<file path="src/rtl/opnd_addr_pkg.sv">
package opnd_addr_pkg;

  parameter int MODE_W = 4;

  typedef enum logic [MODE_W-1:0] {
    AM_IMPL    = 4'd0,
    AM_IMM     = 4'd1,
    AM_ZP      = 4'd2,
    AM_ZPX     = 4'd3,
    AM_ZPY     = 4'd4,
    AM_ABS     = 4'd5,
    AM_ABX     = 4'd6,
    AM_ABY     = 4'd7,
    AM_IND     = 4'd8,
    AM_IDX_IND = 4'd9,
    AM_IND_IDX = 4'd10,
    AM_REL     = 4'd11
  } amode_e;

  typedef enum logic [1:0] {
    SQ_IDLE = 2'd0,
    SQ_LO   = 2'd1,
    SQ_HI   = 2'd2,
    SQ_JOIN = 2'd3
  } seq_state_e;

endpackage

</file>
<file path="src/rtl/oa_rst_sync.sv">
module oa_rst_sync #(
  parameter int STAGES = 2
) (
  input  logic clk,
  input  logic rst_n,
  output logic rst_sync_n
);

  logic [STAGES-1:0] chain_q;

  always_ff @(posedge clk or negedge rst_n) begin
    if (!rst_n) chain_q <= '0;
    else        chain_q <= {chain_q[STAGES-2:0], 1'b1};
  end

  assign rst_sync_n = chain_q[STAGES-1];

endmodule

</file>
<file path="src/rtl/oa_index_add.sv">
// Combinational decode of the mode code into either a finished address
// (direct modes) or a pointer location plus post-fetch instructions.
module oa_index_add
  import opnd_addr_pkg::*;
#(
  parameter int DATA_W = 8
) (
  input  logic [MODE_W-1:0]   mode,
  input  logic [DATA_W-1:0]   opnd_lo,
  input  logic [DATA_W-1:0]   opnd_hi,
  input  logic [DATA_W-1:0]   idx_x,
  input  logic [DATA_W-1:0]   idx_y,
  input  logic [2*DATA_W-1:0] pc,
  output logic [2*DATA_W-1:0] dir_ea,
  output logic                dir_imm,
  output logic                need_ptr,
  output logic [2*DATA_W-1:0] ptr_base,
  output logic                ptr_in_zp,
  output logic                ptr_post_y
);

  localparam int ADDR_W = 2 * DATA_W;

  logic [DATA_W-1:0] zp_plus_x;
  logic [DATA_W-1:0] zp_plus_y;
  logic [ADDR_W-1:0] abs_base;
  logic [ADDR_W-1:0] rel_off;

  always_comb begin
    zp_plus_x = opnd_lo + idx_x;
    zp_plus_y = opnd_lo + idx_y;
    abs_base  = {opnd_hi, opnd_lo};
    rel_off   = {{DATA_W{opnd_lo[DATA_W-1]}}, opnd_lo};
  end

  always_comb begin
    dir_ea     = '0;
    dir_imm    = 1'b0;
    need_ptr   = 1'b0;
    ptr_base   = '0;
    ptr_in_zp  = 1'b0;
    ptr_post_y = 1'b0;
    case (amode_e'(mode))
      AM_IMM:     dir_imm = 1'b1;
      AM_ZP:      dir_ea  = {{DATA_W{1'b0}}, opnd_lo};
      AM_ZPX:     dir_ea  = {{DATA_W{1'b0}}, zp_plus_x};
      AM_ZPY:     dir_ea  = {{DATA_W{1'b0}}, zp_plus_y};
      AM_ABS:     dir_ea  = abs_base;
      AM_ABX:     dir_ea  = abs_base + {{DATA_W{1'b0}}, idx_x};
      AM_ABY:     dir_ea  = abs_base + {{DATA_W{1'b0}}, idx_y};
      AM_REL:     dir_ea  = pc + rel_off;
      AM_IND: begin
        need_ptr = 1'b1;
        ptr_base = abs_base;
      end
      AM_IDX_IND: begin
        need_ptr  = 1'b1;
        ptr_in_zp = 1'b1;
        ptr_base  = {{DATA_W{1'b0}}, zp_plus_x};
      end
      AM_IND_IDX: begin
        need_ptr   = 1'b1;
        ptr_in_zp  = 1'b1;
        ptr_post_y = 1'b1;
        ptr_base   = {{DATA_W{1'b0}}, opnd_lo};
      end
      default: dir_ea = '0;
    endcase
  end

endmodule

</file>
<file path="src/rtl/oa_ptr_seq.sv">
// Two-byte pointer fetch sequencer: low byte, high byte, then join.
module oa_ptr_seq
  import opnd_addr_pkg::*;
#(
  parameter int DATA_W        = 8,
  parameter bit IND_PAGE_WRAP = 1'b0
) (
  input  logic                clk,
  input  logic                rst_n,
  input  logic                launch,
  input  logic [2*DATA_W-1:0] base,
  input  logic                in_zp,
  input  logic                post_y,
  input  logic [DATA_W-1:0]   idx_y,
  input  logic [DATA_W-1:0]   rd_data,
  output logic                rd_en,
  output logic [2*DATA_W-1:0] rd_addr,
  output logic                busy,
  output logic                fin_vld,
  output logic [2*DATA_W-1:0] fin_ea
);

  localparam int ADDR_W = 2 * DATA_W;

  seq_state_e        state_q, state_d;
  logic [ADDR_W-1:0] base_q;
  logic              zp_q;
  logic              post_q;
  logic [DATA_W-1:0] y_q;
  logic [DATA_W-1:0] lo_q;
  logic [ADDR_W-1:0] hi_addr;
  logic [DATA_W-1:0] base_lo_inc;
  logic              lo_en;

  assign base_lo_inc = base_q[DATA_W-1:0] + 1'b1;

  generate
    if (IND_PAGE_WRAP) begin : g_wrap
      assign hi_addr = zp_q ? {{DATA_W{1'b0}}, base_lo_inc}
                            : {base_q[ADDR_W-1:DATA_W], base_lo_inc};
    end else begin : g_carry
      assign hi_addr = zp_q ? {{DATA_W{1'b0}}, base_lo_inc}
                            : base_q + 1'b1;
    end
  endgenerate

  always_comb begin
    state_d = state_q;
    case (state_q)
      SQ_IDLE: if (launch) state_d = SQ_LO;
      SQ_LO:   state_d = SQ_HI;
      SQ_HI:   state_d = SQ_JOIN;
      SQ_JOIN: state_d = SQ_IDLE;
      default: state_d = SQ_IDLE;
    endcase
  end

  assign lo_en   = (state_q == SQ_HI);
  assign rd_en   = (state_q == SQ_LO) || (state_q == SQ_HI);
  assign rd_addr = (state_q == SQ_HI) ? hi_addr : base_q;
  assign busy    = (state_q != SQ_IDLE);
  assign fin_vld = (state_q == SQ_JOIN);
  assign fin_ea  = {rd_data, lo_q} +
                   (post_q ? {{DATA_W{1'b0}}, y_q} : {ADDR_W{1'b0}});

  always_ff @(posedge clk or negedge rst_n) begin
    if (!rst_n) begin
      state_q <= SQ_IDLE;
      base_q  <= '0;
      zp_q    <= 1'b0;
      post_q  <= 1'b0;
      y_q     <= '0;
      lo_q    <= '0;
    end else begin
      state_q <= state_d;
      if (launch) begin
        base_q <= base;
        zp_q   <= in_zp;
        post_q <= post_y;
        y_q    <= idx_y;
      end
      if (lo_en) lo_q <= rd_data;
    end
  end

endmodule

</file>
<file path="src/rtl/opnd_addr_unit.sv">
module opnd_addr_unit
  import opnd_addr_pkg::*;
#(
  parameter int DATA_W        = 8,
  parameter bit IND_PAGE_WRAP = 1'b0
) (
  input  logic                clk,
  input  logic                rst_n,
  input  logic                start,
  input  logic [MODE_W-1:0]   mode,
  input  logic [DATA_W-1:0]   opnd_lo,
  input  logic [DATA_W-1:0]   opnd_hi,
  input  logic [DATA_W-1:0]   idx_x,
  input  logic [DATA_W-1:0]   idx_y,
  input  logic [2*DATA_W-1:0] pc,
  output logic                rd_en,
  output logic [2*DATA_W-1:0] rd_addr,
  input  logic [DATA_W-1:0]   rd_data,
  output logic                busy,
  output logic                done,
  output logic [2*DATA_W-1:0] ea,
  output logic                is_imm
);

  localparam int ADDR_W = 2 * DATA_W;

  logic              rst_sync_n;
  logic              accept;
  logic [ADDR_W-1:0] dir_ea;
  logic              dir_imm;
  logic              need_ptr;
  logic [ADDR_W-1:0] ptr_base;
  logic              ptr_in_zp;
  logic              ptr_post_y;
  logic              fin_vld;
  logic [ADDR_W-1:0] fin_ea;
  logic              done_d, done_q;
  logic [ADDR_W-1:0] ea_d, ea_q;
  logic              imm_d, imm_q;
  logic              out_en;

  oa_rst_sync #(.STAGES(2)) u_rst (
    .clk        (clk),
    .rst_n      (rst_n),
    .rst_sync_n (rst_sync_n)
  );

  oa_index_add #(.DATA_W(DATA_W)) u_calc (
    .mode       (mode),
    .opnd_lo    (opnd_lo),
    .opnd_hi    (opnd_hi),
    .idx_x      (idx_x),
    .idx_y      (idx_y),
    .pc         (pc),
    .dir_ea     (dir_ea),
    .dir_imm    (dir_imm),
    .need_ptr   (need_ptr),
    .ptr_base   (ptr_base),
    .ptr_in_zp  (ptr_in_zp),
    .ptr_post_y (ptr_post_y)
  );

  assign accept = start && !busy;

  oa_ptr_seq #(.DATA_W(DATA_W), .IND_PAGE_WRAP(IND_PAGE_WRAP)) u_seq (
    .clk     (clk),
    .rst_n   (rst_sync_n),
    .launch  (accept && need_ptr),
    .base    (ptr_base),
    .in_zp   (ptr_in_zp),
    .post_y  (ptr_post_y),
    .idx_y   (idx_y),
    .rd_data (rd_data),
    .rd_en   (rd_en),
    .rd_addr (rd_addr),
    .busy    (busy),
    .fin_vld (fin_vld),
    .fin_ea  (fin_ea)
  );

  always_comb begin
    done_d = (accept && !need_ptr) || fin_vld;
    ea_d   = fin_vld ? fin_ea : dir_ea;
    imm_d  = accept && !need_ptr && dir_imm;
    out_en = done_d;
  end

  always_ff @(posedge clk or negedge rst_sync_n) begin
    if (!rst_sync_n) begin
      done_q <= 1'b0;
      ea_q   <= '0;
      imm_q  <= 1'b0;
    end else begin
      done_q <= done_d;
      if (out_en) begin
        ea_q  <= ea_d;
        imm_q <= imm_d;
      end
    end
  end

  assign done   = done_q;
  assign ea     = ea_q;
  assign is_imm = imm_q;

endmodule

</file>
<file path="config.mk">
export PLATFORM = sky130hd
export DESIGN_NAME = opnd_addr_unit
export DESIGN_NICKNAME = d
export VERILOG_FILES = /design/src/rtl/opnd_addr_pkg.sv /design/src/rtl/oa_rst_sync.sv /design/src/rtl/oa_index_add.sv /design/src/rtl/oa_ptr_seq.sv /design/src/rtl/opnd_addr_unit.sv
export SDC_FILE = /design/constraint.sdc
export NUM_CORES = 1
export LEC_CHECK = 0
export CORE_UTILIZATION = 50
export CTS_BUF_LIST = sky130_fd_sc_hd__clkbuf_4
export DETAILED_ROUTE_END_ITERATION = 8
export GPL_TIMING_DRIVEN = 1
export HOLD_SLACK_MARGIN = 0.03
export PLACE_DENSITY_LB_ADDON = 0.15
export SETUP_SLACK_MARGIN = 0.05
export SYNTH_ARGS = -nofsm -noshare
export SYNTH_HDL_FRONTEND = slang
export SYNTH_SLANG_ARGS = --single-unit
</file>
<file path="constraint.sdc">
create_clock -name clk -period 2.52 [get_ports clk]
set_clock_uncertainty 0.05 [all_clocks]
set_input_delay 0.756 -clock clk [delete_from_list [all_inputs] [get_ports clk]]
set_output_delay 0.756 -clock clk [all_outputs]
set_load 0.05 [all_outputs]
</file>
After elaboration in Yosys (flattened, before gate mapping)

Index checks and enable logic that the tools add are counted.

Register bits: 56
Output and inout bits: 36
Word-level logic and storage cells: 57

Add/sub/neg operators: 8
Equal/unequal tests: 15
Muxes and demuxes: 12
Reduce and logical (&&, ||, !) cells: 12

Operator list:

| kind                                                                   | number |
|---|---|
| 16-bit one-hot mux with 7 select lines                                 | 1 |
| 16-bit two-way mux                                                     | 3 |
| 16-bit one-hot mux with 3 select lines                                 | 1 |
| 16-bit adder                                                           | 2 |
| 16-bit by 8-bit adder with 16-bit output                               | 2 |
| 16-bit by 1-bit adder with 16-bit output (second input constant)       | 1 |
| 8-bit adder                                                            | 2 |
| 4-bit by 3-bit equality test with 1-bit output (second input constant) | 4 |
| 4-bit equality test (second input constant)                            | 4 |
| 8-bit by 1-bit adder with 8-bit output (second input constant)         | 1 |
| 4-bit by 2-bit equality test with 1-bit output (second input constant) | 2 |
| 8-bit two-way mux                                                      | 1 |
| 2-bit one-hot mux with 4 select lines                                  | 1 |
| 2-bit equality test (second input constant)                            | 2 |
| 4-bit by 1-bit equality test with 1-bit output (second input constant) | 1 |
| 1-bit logical AND                                                      | 4 |
| 1-bit two-way mux                                                      | 4 |
| 3-bit OR reduction                                                     | 1 |
| 2-bit by 1-bit equality test with 1-bit output (second input constant) | 1 |
| 1-bit zero test                                                        | 2 |
| 2-bit zero test                                                        | 1 |
| 1-bit logical OR                                                       | 2 |
| 2-bit two-way mux                                                      | 1 |
| 2-bit by 1-bit != test with 1-bit output (second input constant)       | 1 |
| other kinds (2)                                                        | 2 |

Logic depth before layout (Yosys ltp)

Gate-level depths: netlist of the first run.

Depth after elaboration: 6
Depth in mapped cells: 14

Hierarchy

A second synthesis of the first run with hierarchy kept.

Cells, all modules: 646
Area, all modules: 6047.0 um^2

By module, submodules not included:

| module         | times used | cells each | area each (um^2) |
|---|---|---|---|
| oa_ptr_seq     | 1          | 246        | 2563.7 |
| oa_index_add   | 1          | 337        | 2493.6 |
| opnd_addr_unit | 1          | 60         | 935.9 |
| oa_rst_sync    | 1          | 3          | 53.8 |

Least setup slack after synthesis of the first run

Ideal clock, no wire load.

Path kind: input to register
Start: input mode[1]
End: register ea_q[8], in the netlist ea[8]
Library setup time: 0.141 ns
Arrival time: 3.419 ns
Data required time: 2.329 ns
Slack: -1.090 ns
Stages on the path: 13
Cells stage by stage: buf_4 -> and3b_1 -> buf_2 -> nand2_1 -> mux2_2 -> ha_1 -> a21oi_1 -> o21ai_0 -> a211oi_2 -> o21a_1 -> a21oi_1 -> a2111oi_0 -> a211oi_1

Longest elaborated chain between the ends: 6
Elaborated cells between the ends (all ways): 17
Those cells by class: eq/ne (10); mux (3); reduce/logical (4)

Ends and longest elaborated chain:

| what                                | RTL line             | source |
|---|---|---|
| from (decl)                         | opnd_addr_unit.sv:10 | `input logic [MODE_W-1:0] mode,` |
| 4-bit equality test                 | oa_index_add.sv:43   | `case (amode_e'(mode))` |
| 3-bit OR reduction (no source line) | n/a                  |  |
| 1-bit two-way mux                   | oa_index_add.sv:43   |  |
| 1-bit zero test                     | opnd_addr_unit.sv:82 | `done_d = (accept && !need_ptr) \|\| fin_vld;` |
| 1-bit logical AND                   | opnd_addr_unit.sv:82 |  |
| 1-bit logical OR                    | opnd_addr_unit.sv:82 |  |
| to (signal assigned)                | opnd_addr_unit.sv:91 | `ea_q <= '0;` |
| to (signal assigned)                | opnd_addr_unit.sv:96 | `ea_q <= ea_d;` |
| to (decl)                           | opnd_addr_unit.sv:38 | `logic [ADDR_W-1:0] ea_d, ea_q;` |

Several ways; a longest one is shown, not always the timed one.
A chain may end at the register's enable or synchronous reset.

Final worst setup path of the first run

Start: register u_seq.state_q[0]
End: output rd_addr[10]

Longest elaborated chain between the ends: 2

Ends and longest elaborated chain:

| what                   | RTL line             | source |
|---|---|---|
| from (decl)            | oa_ptr_seq.sv:25     | `seq_state_e state_q, state_d;` |
| from (signal assigned) | oa_ptr_seq.sv:75     | `state_q <= state_d;` |
| 2-bit equality test    | oa_ptr_seq.sv:60     | `assign rd_addr = (state_q == SQ_HI) ? hi_addr : base_q;` |
| 16-bit two-way mux     | oa_ptr_seq.sv:60     |  |
| to (decl)              | opnd_addr_unit.sv:17 | `output logic [2*DATA_W-1:0] rd_addr,` |

No other way between the ends.

==> reports/qor.csv, run 1 <==
metric,value,unit
grt_first_pass_wirelength,34900,um
vdd_drop_max,0.864,mV
leakage,4.11,nW
cpPeakStageDelay,0.44,ns
critPathCaptureType,primary output,
root_buffer,clkbuf_4,
finalMaxSlewViolations,0,
vias,6809,
path_common_cell,nor2_4,
placed_cell_area,8280,sq um
outcome,"complete, but fails checks",
crit_slowest_cell,dfrtp_1,
wl_per_cell,24.0,um
htree_num_levels,2,
postCtsHoldBufs,0,
fmax,318,MHz
synth_seq_area_share,0.259,
yosys_warnings,0,
ys_ff_latch,56,
drv_cap,0,
path_class,reg -> out,
insertion_delay,0.43,ns
die_w,106,um
relSlewSlack,0.526,
io-pin-count,99,
area_delta_synth_final,69.9,%
setup_viol,31,
numCtsBuffers,5,
yosysUniqueCellTypes,70,
design.die.area,11200,sq um
grt_start_max_net_pins,55,
violations,negative setup slack,
grt_pass1_vias,6570,
synth-async-reset-ratio,1.00,
port_buffers,98,
power_density,843,nW/um^2
synth_edf_count,0,
cp_max_fo,4,
diodes,0,
arrival,2.34,ns
drtAntennaViolNets,0,
die_h,106,um
syn_area_per_cell,8.73,sq um
crit_required,1.71,ns
grt-ovfl-total,0,
drive_gt1_frac,0.425,
hpwl,16600,um
grt.total_usage,0.406,
synthFlopType,dfrtp_1,
cts_sinks,56,
tightestPinTransition,0.711,ns
cp_num_buf_inv,3,
report.final.hold_viol_count,0,
synth_area_leader_cell,dfrtp_1,
wl,25000,um
num_rows,37,
period_needed,3.15,ns
synth_top_area_frac,0.259,
synth_compound_area_frac,0.253,
crit_family,simple AND/OR/NAND/NOR gates,
fin_ws,-0.628,ns
setup_tns,-11.97,ns
netlist_area,5410,sq um
synth.area.top_cells,"dfrtp_1 (26%), ha_1 (12%), mux2_2 (5.0%), xnor2_1 (4.7%), xor2_1 (4.4%)",
hold_slack,0.353,ns
netlist_top_cells_count,"dfrtp_1 (56), ha_1 (52), nand2_1 (49), nor2_1 (36)",
gp_congestion,0.928,
core,10400,sq um
synthMuxAreaShare,0.0556,
yosysMostFrequentCell,dfrtp_1,
layout.nets,1021,
route.detailed.drc,0,
synthAdderAreaFrac,0.139,
hold_path_class,reg -> reg,
post-route-cell-area,9180,sq um
post-route-util,0.882,
crit_chain,inv_2 > ha_4 > nand3_4 > nor2_4 > nand4_1 > buf_6 > nor2_4 > xnor2_2 > nor2_4 > buf_12,
synth_top_family_by_area,compound AO/OA/AOI/OAI gates,
rsz0062_at_grt,true,
drt_iter0_markers,756,
dr.pass1.iters,7,
fin_crit_sh,1.25,
tritoncts,done,
path_clk_slew,0.18,ns
syn-num-nets,739,
synthSimpleGateAreaFrac,0.173,
synthCells,619,
start_kind,register,
synth_xor_area_frac,0.0907,
antenna_found_initial,0,
clk_path_buf_depth,2,
start_util,0.519,
vias_per_cell,6.56,
total_power,7.74,mW
-- what timing repair did --
| item | 4_1_cts | 5_1_grt |
|---|---|---|
| setup buffers | 18 | 14 |
| setup endpoints to repair | 37 | 40 |
| resized for setup | 134 | 53 |
| pin swaps | 73 | 50 |
| gates cloned | 0 | 0 |
| endpoints found under the hold margin | 0 | 0 |
-- layout by cell type, fill, tap and decap left out, types with 18 or more instances in the layout --
cell type and count:
buf_4 176, dfrtp_1 55, clkdlybuf4s50_1 52, nand2_1 44, ha_1 34, o21ai_0 25
nor2_1 24, a21oi_1 22, a21o_1 22, xor2_1 20, xnor2_1 20, nand3_1 19
buf_6 19, ha_4 18, buf_12 18
-- cell families (layout without fill, tap and decap cells) --
family                   count (synthesis)  in the layout
AO/OA/AOI/OAI                          198            198
AND/OR/NAND/NOR                        186            186
adder cells (fa/ha/maj)                 57             57
XOR/XNOR                                56             56
flip-flops                              56             56
buffers and inverters                   38            321
multiplexers                            27             27
other                                    1              1
-- sequential cells by signal, summed over array words and instances, names as in the netlist --
name and flops:
done 1, ea 16, is_imm 1, u_rst.chain_q 2
u_seq.base_q 16, u_seq.lo_q 8, u_seq.post_q 1, u_seq.state_q 2
u_seq.y_q 8, u_seq.zp_q 1
-- where the power goes --
group / internal [mW] / leakage, nW / switching [mW]
Sequential: 1.28 / 0.701 / 0.394
Combinational: 2.48 / 3.38 / 3.13
Clock: 0.131 / 0.0361 / 0.317
-- cell type report --
| type | instances | area, sq um |
|---|---|---|
| inverters | 20 | 77.6 |
| flip-flops and latches | 56 | 1400 |
| repair buffers | 293 | 2690 |
| clock buffers | 7 | 52.6 |
| multi-input cells | 525 | 4790 |
| clock inverters | 1 | 5.00 |
| well taps | 136 | 170 |
| fillers | 492 | 1230 |
-- layer usage --
metal / routed length (um) / GRT usage / part of all wire
met2: 12000 / 0.685 / 0.48
met3: 2340 / 0.0674 / 0.094
met1: 9180 / 0.503 / 0.37
met4: 1440 / 0.197 / 0.058
met5: 0 / 0 / 0
-- path summary, 6_finish.rpt --
kind,from,end,slack (ns),depth (start not counted)
max in group asynchronous,u_rst.chain_q[1],ea[0],1.57,1
min reg2reg,u_rst.chain_q[0],u_rst.chain_q[1],0.35,0
max reg2reg,u_seq.post_q,ea[9],-0.29,11
min in group asynchronous,u_rst.chain_q[1],u_seq.base_q[15],0.36,1
min,u_rst.chain_q[0],u_rst.chain_q[1],0.35,0
max,u_seq.state_q[0],rd_addr[10],-0.63,10
-- per-stage QoR --
stage / cells / setup slack (ns)
after global placement: 1007 / -1.32
after detailed placement: 1007 / -1.40
after global routing: 1038 / -0.722
after CTS: 1031 / -0.502
after floorplan: 619 / -0.792
final: 1038 / -0.628
No activity file was read; power rests on OpenSTA's default activity.
==> run 2, diff against run 1 <==
--- a/config.mk
+++ b/config.mk
@@ -5,12 +5,12 @@
 export SDC_FILE = /design/constraint.sdc
 export NUM_CORES = 1
 export LEC_CHECK = 0
-export CORE_UTILIZATION = 50
+export CORE_UTILIZATION = 55
 export CTS_BUF_LIST = sky130_fd_sc_hd__clkbuf_4
 export DETAILED_ROUTE_END_ITERATION = 8
 export GPL_TIMING_DRIVEN = 1
 export HOLD_SLACK_MARGIN = 0.03
-export PLACE_DENSITY_LB_ADDON = 0.15
+export PLACE_DENSITY = 0.84
 export SETUP_SLACK_MARGIN = 0.05
 export SYNTH_ARGS = -nofsm -noshare
 export SYNTH_HDL_FRONTEND = slang
==> constraint.sdc (replaced) <==
create_clock -name clk -period 3.8 [get_ports clk]
set_clock_uncertainty 0.05 [all_clocks]
set_input_delay 1.14 -clock clk [delete_from_list [all_inputs] [get_ports clk]]
set_output_delay 1.14 -clock clk [all_outputs]
set_load 0.05 [all_outputs]
==> run 2 against run 1 <==
Against the previous run: the flow now finishes without violations; register-to-register slack improved by 1.4 ns; critical path depth up 2; wire length fell by 26%; total power decreased by 46%; utilization decreased by 7.8 points; global-route usage is 6.2 points lower; clock power decreased by 34%; sequential power is 37% lower; sequential share of layout area increased by 3.4 points; combinational power fell by 50%; hold slack worse by 0.023 ns.
==> reports/qor.csv, run 2 (synthesis results as in run 1) <==
metric,value,unit,change
clk_path_buf_depth,2,,unchanged
grt_pass1_vias,5503,,was 6570
postCtsHoldBufs,0,,unchanged
worstHoldPathCells,0,,unchanged
arrival,4.04,ns,was 2.34 ns
sw_frac_of_total,0.498,,was 0.497
final_common_cell,clkdlybuf4s50_1,,was buf_4
htree_num_levels,2,,unchanged
dr.pass1.iters,5,,was 7
p_switching,2.07,mW,was 3.85 mW
wl,18600,um,was 25000 um
gp_congestion,0.891,,was 0.928
grt-ovfl-total,0,,unchanged
hold_slack,0.330,ns,was 0.353 ns
critPathCaptureType,register,,was primary output
num_rows,35,,was 37
vdd_drop_max,0.333,mV,was 0.864 mV
post-route-util,0.804,,was 0.882
crit_required,4.12,ns,was 1.71 ns
design.die.area,10200,sq um,was 11200 sq um
post-route-cell-area,7530,sq um,was 9180 sq um
vias_per_cell,6.34,,was 6.56
fin_crit_sh,0.980,,
drv_cap,0,,unchanged
area_delta_synth_final,39.3,%,was 69.9%
vias,5786,,was 6809
power_frac_seq,0.254,,was 0.216
port_buffers,98,,unchanged
multi_input_area,4180,sq um,was 4790 sq um
crit_slowest_cell,clkdlybuf4s50_1,,was dfrtp_1
wl_per_cell,20.3,um,was 24.0 um
path_class,in -> reg,,was reg -> out
cts_sinks,56,,unchanged
crit_family,buffers and inverters,,was simple AND/OR/NAND/NOR gates
grt.total_usage,0.344,,was 0.406
crit_chain,clkdlybuf4s50_1 > nand2_4 > buf_6 > mux2_4 > ha_4 > buf_4 > a2bb2oi_4 > nand2b_4 > o211a_1 > or4_4 > a41oi_2 > a211o_1,,was inv_2 > ha_4 > nand3_4 > nor2_4 > nand4_1 > buf_6 > nor2_4 > xnor2_2 > nor2_4 > buf_12
tritoncts,done,,unchanged
fillCellCount,638,,was 492
period_needed,3.72,ns,
report.final.hold_viol_count,0,,unchanged
layout.nets,903,,was 1021
path_clk_slew,0.18,ns,about the same
drt_iter0_markers,579,,was 756
cpPeakStageDelay,0.54,ns,was 0.44 ns
root_buffer,clkbuf_4,,unchanged
ff2ff_path_depth,11,,unchanged
power_density,551,nW/um^2,was 843 nW/um^2
fin_ws,0.0778,ns,was -0.628 ns
numCtsBuffers,5,,unchanged
cp.depth,12,,was 10
diodes,0,,unchanged
hold_path_class,reg -> reg,,unchanged
clkPwrFrac,0.071,,was 0.058
fin_cells,913,,was 1038
regArea,1400,sq um,unchanged
pwr-share-comb,0.676,,was 0.726
p_int,2.09,mW,was 3.89 mW
fmax,269,MHz,
finalMaxSlewViolations,0,,unchanged
grt_first_pass_wirelength,27100,um,was 34900 um
die_h,101,um,was 106 um
tightestPinTransition,0.745,ns,was 0.711 ns
hpwl,14000,um,was 16600 um
outcome,finished clean,,"was complete, but fails checks"
place_inst,895,,was 1007
placed_cell_area,7130,sq um,was 8280 sq um
route.detailed.drc,0,,unchanged
final_cell_mix,"clkdlybuf4s50_1 (82), buf_4 (79), dfrtp_1 (55)",,"was buf_4 (176), dfrtp_1 (55), clkdlybuf4s50_1 (52)"
cp_max_fo,8,,was 4
insertion_delay,0.42,ns,was 0.43 ns
die_w,101,um,was 106 um
start_kind,primary input,,was register
start_util,0.577,,was 0.519
grt_start_max_net_pins,55,,unchanged
drive_gt1_frac,0.217,,was 0.425
cp_num_buf_inv,3,,unchanged
leakage,3.25,nW,was 4.11 nW
post-place-ws,-0.616,ns,was -1.40 ns
io-pin-count,99,,unchanged
relSlewSlack,0.501,,was 0.526
antenna_found_initial,0,,unchanged
setup_viol,0,,was 31
drtAntennaViolNets,0,,unchanged
core,9370,sq um,was 10400 sq um
-- run 2: final cells by class --
class | count | area share
clock inverters | 3 | 0.00282
inverters | 20 | 0.00997
repair buffers | 175 | 0.220
clock buffers | 5 | 0.00498
flip-flops and latches | 56 | 0.186
well taps | 129 | 0.0214
multi-input cells | 525 | 0.555
-- run 2: path summary, 6_finish.rpt --
check,startpoint,to,slack [ns]
worst max-delay path,mode[0],ea[7],0.08
worst min-delay path,u_rst.chain_q[0],u_rst.chain_q[1],0.33
worst max register to register,u_seq.post_q,ea[12],1.06
worst min register to register,u_rst.chain_q[0],u_rst.chain_q[1],0.33
max in group asynchronous,rst_n,u_rst.chain_q[1],2.76
min in group asynchronous,u_rst.chain_q[1],ea[4],0.35
-- run 2: timing repair --
action | in CTS | in global routing
setup buffers | 1 | 9
gates resized for setup | 7 | 46
pin swaps | 1 | 22
gates cloned | 0 | 0
endpoints found under the hold margin | 0 | 0
setup endpoints to repair | 9 | 16
-- run 2: stage by stage --
| stage | power [mW] | setup TNS (ns) |
|---|---|---|
| floorplan | 2.79 | 0 |
| global placement | 3.65 | -4.04 |
| detailed placement | 3.73 | -4.66 |
| CTS | 4.05 | 0 |
| global route | 4.37 | -0.00424 |
| finish | 4.15 | 0 |
-- run 2: routing by layer --
| metal | GRT usage | share of wire |
|---|---|---|
| met1 | 0.439 | 0.40 |
| met2 | 0.577 | 0.49 |
| met3 | 0.0594 | 0.070 |
| met4 | 0.145 | 0.040 |
| met5 | 0 | 0 |
-- run 2: power by group through the flow --
stage	Sequential, mW	Combinational [mW]	Clock, mW
after global routing	1.08	2.97	0.319
after detailed placement	1.06	2.67	0
after CTS	1.05	2.71	0.288
after global placement	1.04	2.61	0
final	1.05	2.81	0.294
after floorplan	1.30	1.49	0
==> run 3, diff against run 2 <==
==> constraint.sdc (replaced) <==
create_clock -name clk -period 3.8 [get_ports clk]
set_clock_uncertainty 0.05 [all_clocks]
set_input_delay 1.14 -clock clk [delete_from_list [all_inputs] [get_ports clk]]
set_output_delay 1.14 -clock clk [all_outputs]
set_load 0.02 [all_outputs]
==> run 3 against run 2 <==
Against the previous run: largest power group unchanged; non-clock buffer count shrank 5; clock power increased by 3%; critical path depth shrank 4; design area is 2.2% lower; first-iteration DRC count decreased by 28%; register-to-register slack about the same.
==> reports/qor.csv, run 3 (synthesis results as in run 1) <==
metric,value,unit,change
outcome,finished clean,,unchanged
postCtsHoldBufs,0,,unchanged
path_clk_slew,0.19,ns,was 0.18 ns
grt-ovfl-total,0,,unchanged
start_kind,register,,was primary input
clk_path_buf_depth,2,,unchanged
root_buffer,clkbuf_4,,unchanged
drv_cap,0,,unchanged
critPathCaptureType,primary output,,was register
fillCellCount,682,,was 638
setup_viol,0,,unchanged
wl_per_cell,19.9,um,was 20.3 um
drive_gt1_frac,0.195,,was 0.217
htree_num_levels,2,,unchanged
reg2reg_slack,1.07,ns,was 1.06 ns
crit_family,buffers and inverters,,unchanged
ff2ff_path_depth,9,,was 11
dr.pass1.iters,5,,unchanged
endpoint,rd_addr[8],,was ea[7]
period_needed,3.67,ns,was 3.72 ns
cp_max_fo,4,,was 8
cp_num_buf_inv,2,,was 3
diodes,0,,unchanged
io-pin-count,99,,unchanged
layout.nets,898,,was 903
vdd_drop_max,0.252,mV,was 0.333 mV
grt_pass1_vias,5569,,was 5503
path_class,reg -> out,,was in -> reg
hpwl,14400,um,was 14000 um
area_delta_synth_final,36.2,%,was 39.3%
crit_chain,inv_2 > ha_4 > nand3_1 > nor2_2 > nand3_1 > xor2_1 > nor2_1 > clkdlybuf4s50_1,,was clkdlybuf4s50_1 > nand2_4 > buf_6 > mux2_4 > ha_4 > buf_4 > a2bb2oi_4 > nand2b_4 > o211a_1 > or4_4 > a41oi_2 > a211o_1
design.die.area,10200,sq um,unchanged
post-route-util,0.786,,was 0.804
cpPeakStageDelay,0.62,ns,was 0.54 ns
insertion_delay,0.41,ns,was 0.42 ns
core,9370,sq um,unchanged
drtAntennaViolNets,0,,unchanged
vias,5735,,was 5786
leakage,3.20,nW,was 3.25 nW
start_util,0.577,,unchanged
grt_start_max_net_pins,42,,was 55
antenna_found_initial,0,,unchanged
r2r-end,ea[15],,was ea[12]
die_h,101,um,unchanged
vias_per_cell,6.32,,was 6.34
hold_path_class,reg -> async,,was reg -> reg
multi_input_area,4110,sq um,was 4180 sq um
drt_iter0_markers,417,,was 579
relSlewSlack,0.541,,was 0.501
cp.depth,8,,was 12
power_density,499,nW/um^2,was 551 nW/um^2
cts_sinks,56,,unchanged
wl,18100,um,was 18600 um
fin_crit_sh,0.966,,was 0.980
arrival,2.48,ns,was 4.04 ns
finalMaxSlewViolations,0,,unchanged
rsz0062_at_grt,false,,
path_common_cell,nand3_1,,
grt.total_usage,0.345,,was 0.344
final_common_cell,clkdlybuf4s50_1,,unchanged
route.detailed.drc,0,,unchanged
crit_required,2.61,ns,was 4.12 ns
gp_congestion,0.963,,was 0.891
crit_slowest_cell,clkdlybuf4s50_1,,unchanged
regArea,1400,sq um,unchanged
num_rows,35,,unchanged
report.final.hold_viol_count,0,,unchanged
final_cell_mix,"clkdlybuf4s50_1 (87), buf_4 (70), dfrtp_1 (55)",,"was clkdlybuf4s50_1 (82), buf_4 (79), dfrtp_1 (55)"
hold_slack,0.138,ns,was 0.330 ns
timing.rr.start,u_seq.post_q,,unchanged
grt_first_pass_wirelength,27200,um,was 27100 um
tritoncts,done,,unchanged
fmax,272,MHz,was 269 MHz
tightestPinTransition,0.687,ns,was 0.745 ns
startpoint,u_seq.state_q[0],,was mode[0]
numCtsBuffers,5,,unchanged
die_w,101,um,unchanged
port_buffers,98,,unchanged
## run 3: changes by cell type in the layout (fill, tap and decap cells not counted), moves of 4 or more
cell	delta
clkdlybuf4s15_2	+4
clkdlybuf4s50_1	+5
buf_12	-8
buf_4	-9
o21ai_1	-4
## run 3: per-layer routing
layer  wire length, um  vias up  GRT usage
met5                 0        -          0
met4               615        0      0.134
met3              1240       54     0.0483
met2              8690      285      0.591
met1              7510     2743      0.441
li1                  -     2653          -
## run 3: worst reg2reg max path, delay by kind of cell (launching register included)
family                   cells  cell delay, ns
AO/OA/AOI/OAI                4            1.27
XOR/XNOR                     1            0.21
adder cells (fa/ha/maj)      1            0.29
buffers and inverters        1            0.06
flip-flops                   1            0.50
AND/OR/NAND/NOR              2            0.27
## run 3: what timing repair did
item | CTS | global route
buffers inserted | 0 | 7
endpoints found under the setup margin | 12 | 20
resized for setup | 33 | 24
pin swaps | 3 | 22
hold endpoints to repair | 0 | 0
## run 3: worst min-delay path by stage
| stage | to | slack, ns | cells after the start |
|---|---|---|---|
| floorplan | u_rst.chain_q[1] | 0.28 | 0 |
| global placement | u_seq.state_q[0] | 0.12 | 0 |
| detailed placement | u_seq.state_q[0] | 0.13 | 0 |
| CTS | u_seq.state_q[0] | 0.14 | 0 |
| global route | u_seq.state_q[0] | 0.17 | 0 |
| finish | u_seq.state_q[0] | 0.14 | 0 |
## run 3: per-stage QoR
step	worst slack (ns)	instances	cell area, sq um	setup TNS (ns)	total power, mW
2_1_floorplan	0.0531	619	5490	0	2.42
3_3_place_gp	-0.546	893	7030	-3.73	3.19
3_5_place_dp	-0.632	893	7030	-4.48	3.29
4_1_cts	0.0384	901	7200	0	3.59
5_1_grt	0.0164	908	7360	0	3.89
6_report	0.129	908	7360	0	3.67
## run 3: layout make-up
class	count	area share
Multi-Input combinational cell	525	0.558
Timing Repair Buffer	170	0.210
Sequential cell	56	0.190
Tap cell	129	0.0219
Inverter	20	0.0102
Clock buffer	5	0.00510
Clock inverter	3	0.00374
## run 3: power by group
group          internal, mW  switching [mW]  total [mW]
logic                  1.08            1.23        2.31
clock network        0.0782           0.224       0.302
registers             0.848           0.212        1.06
total                  2.01            1.67        3.67
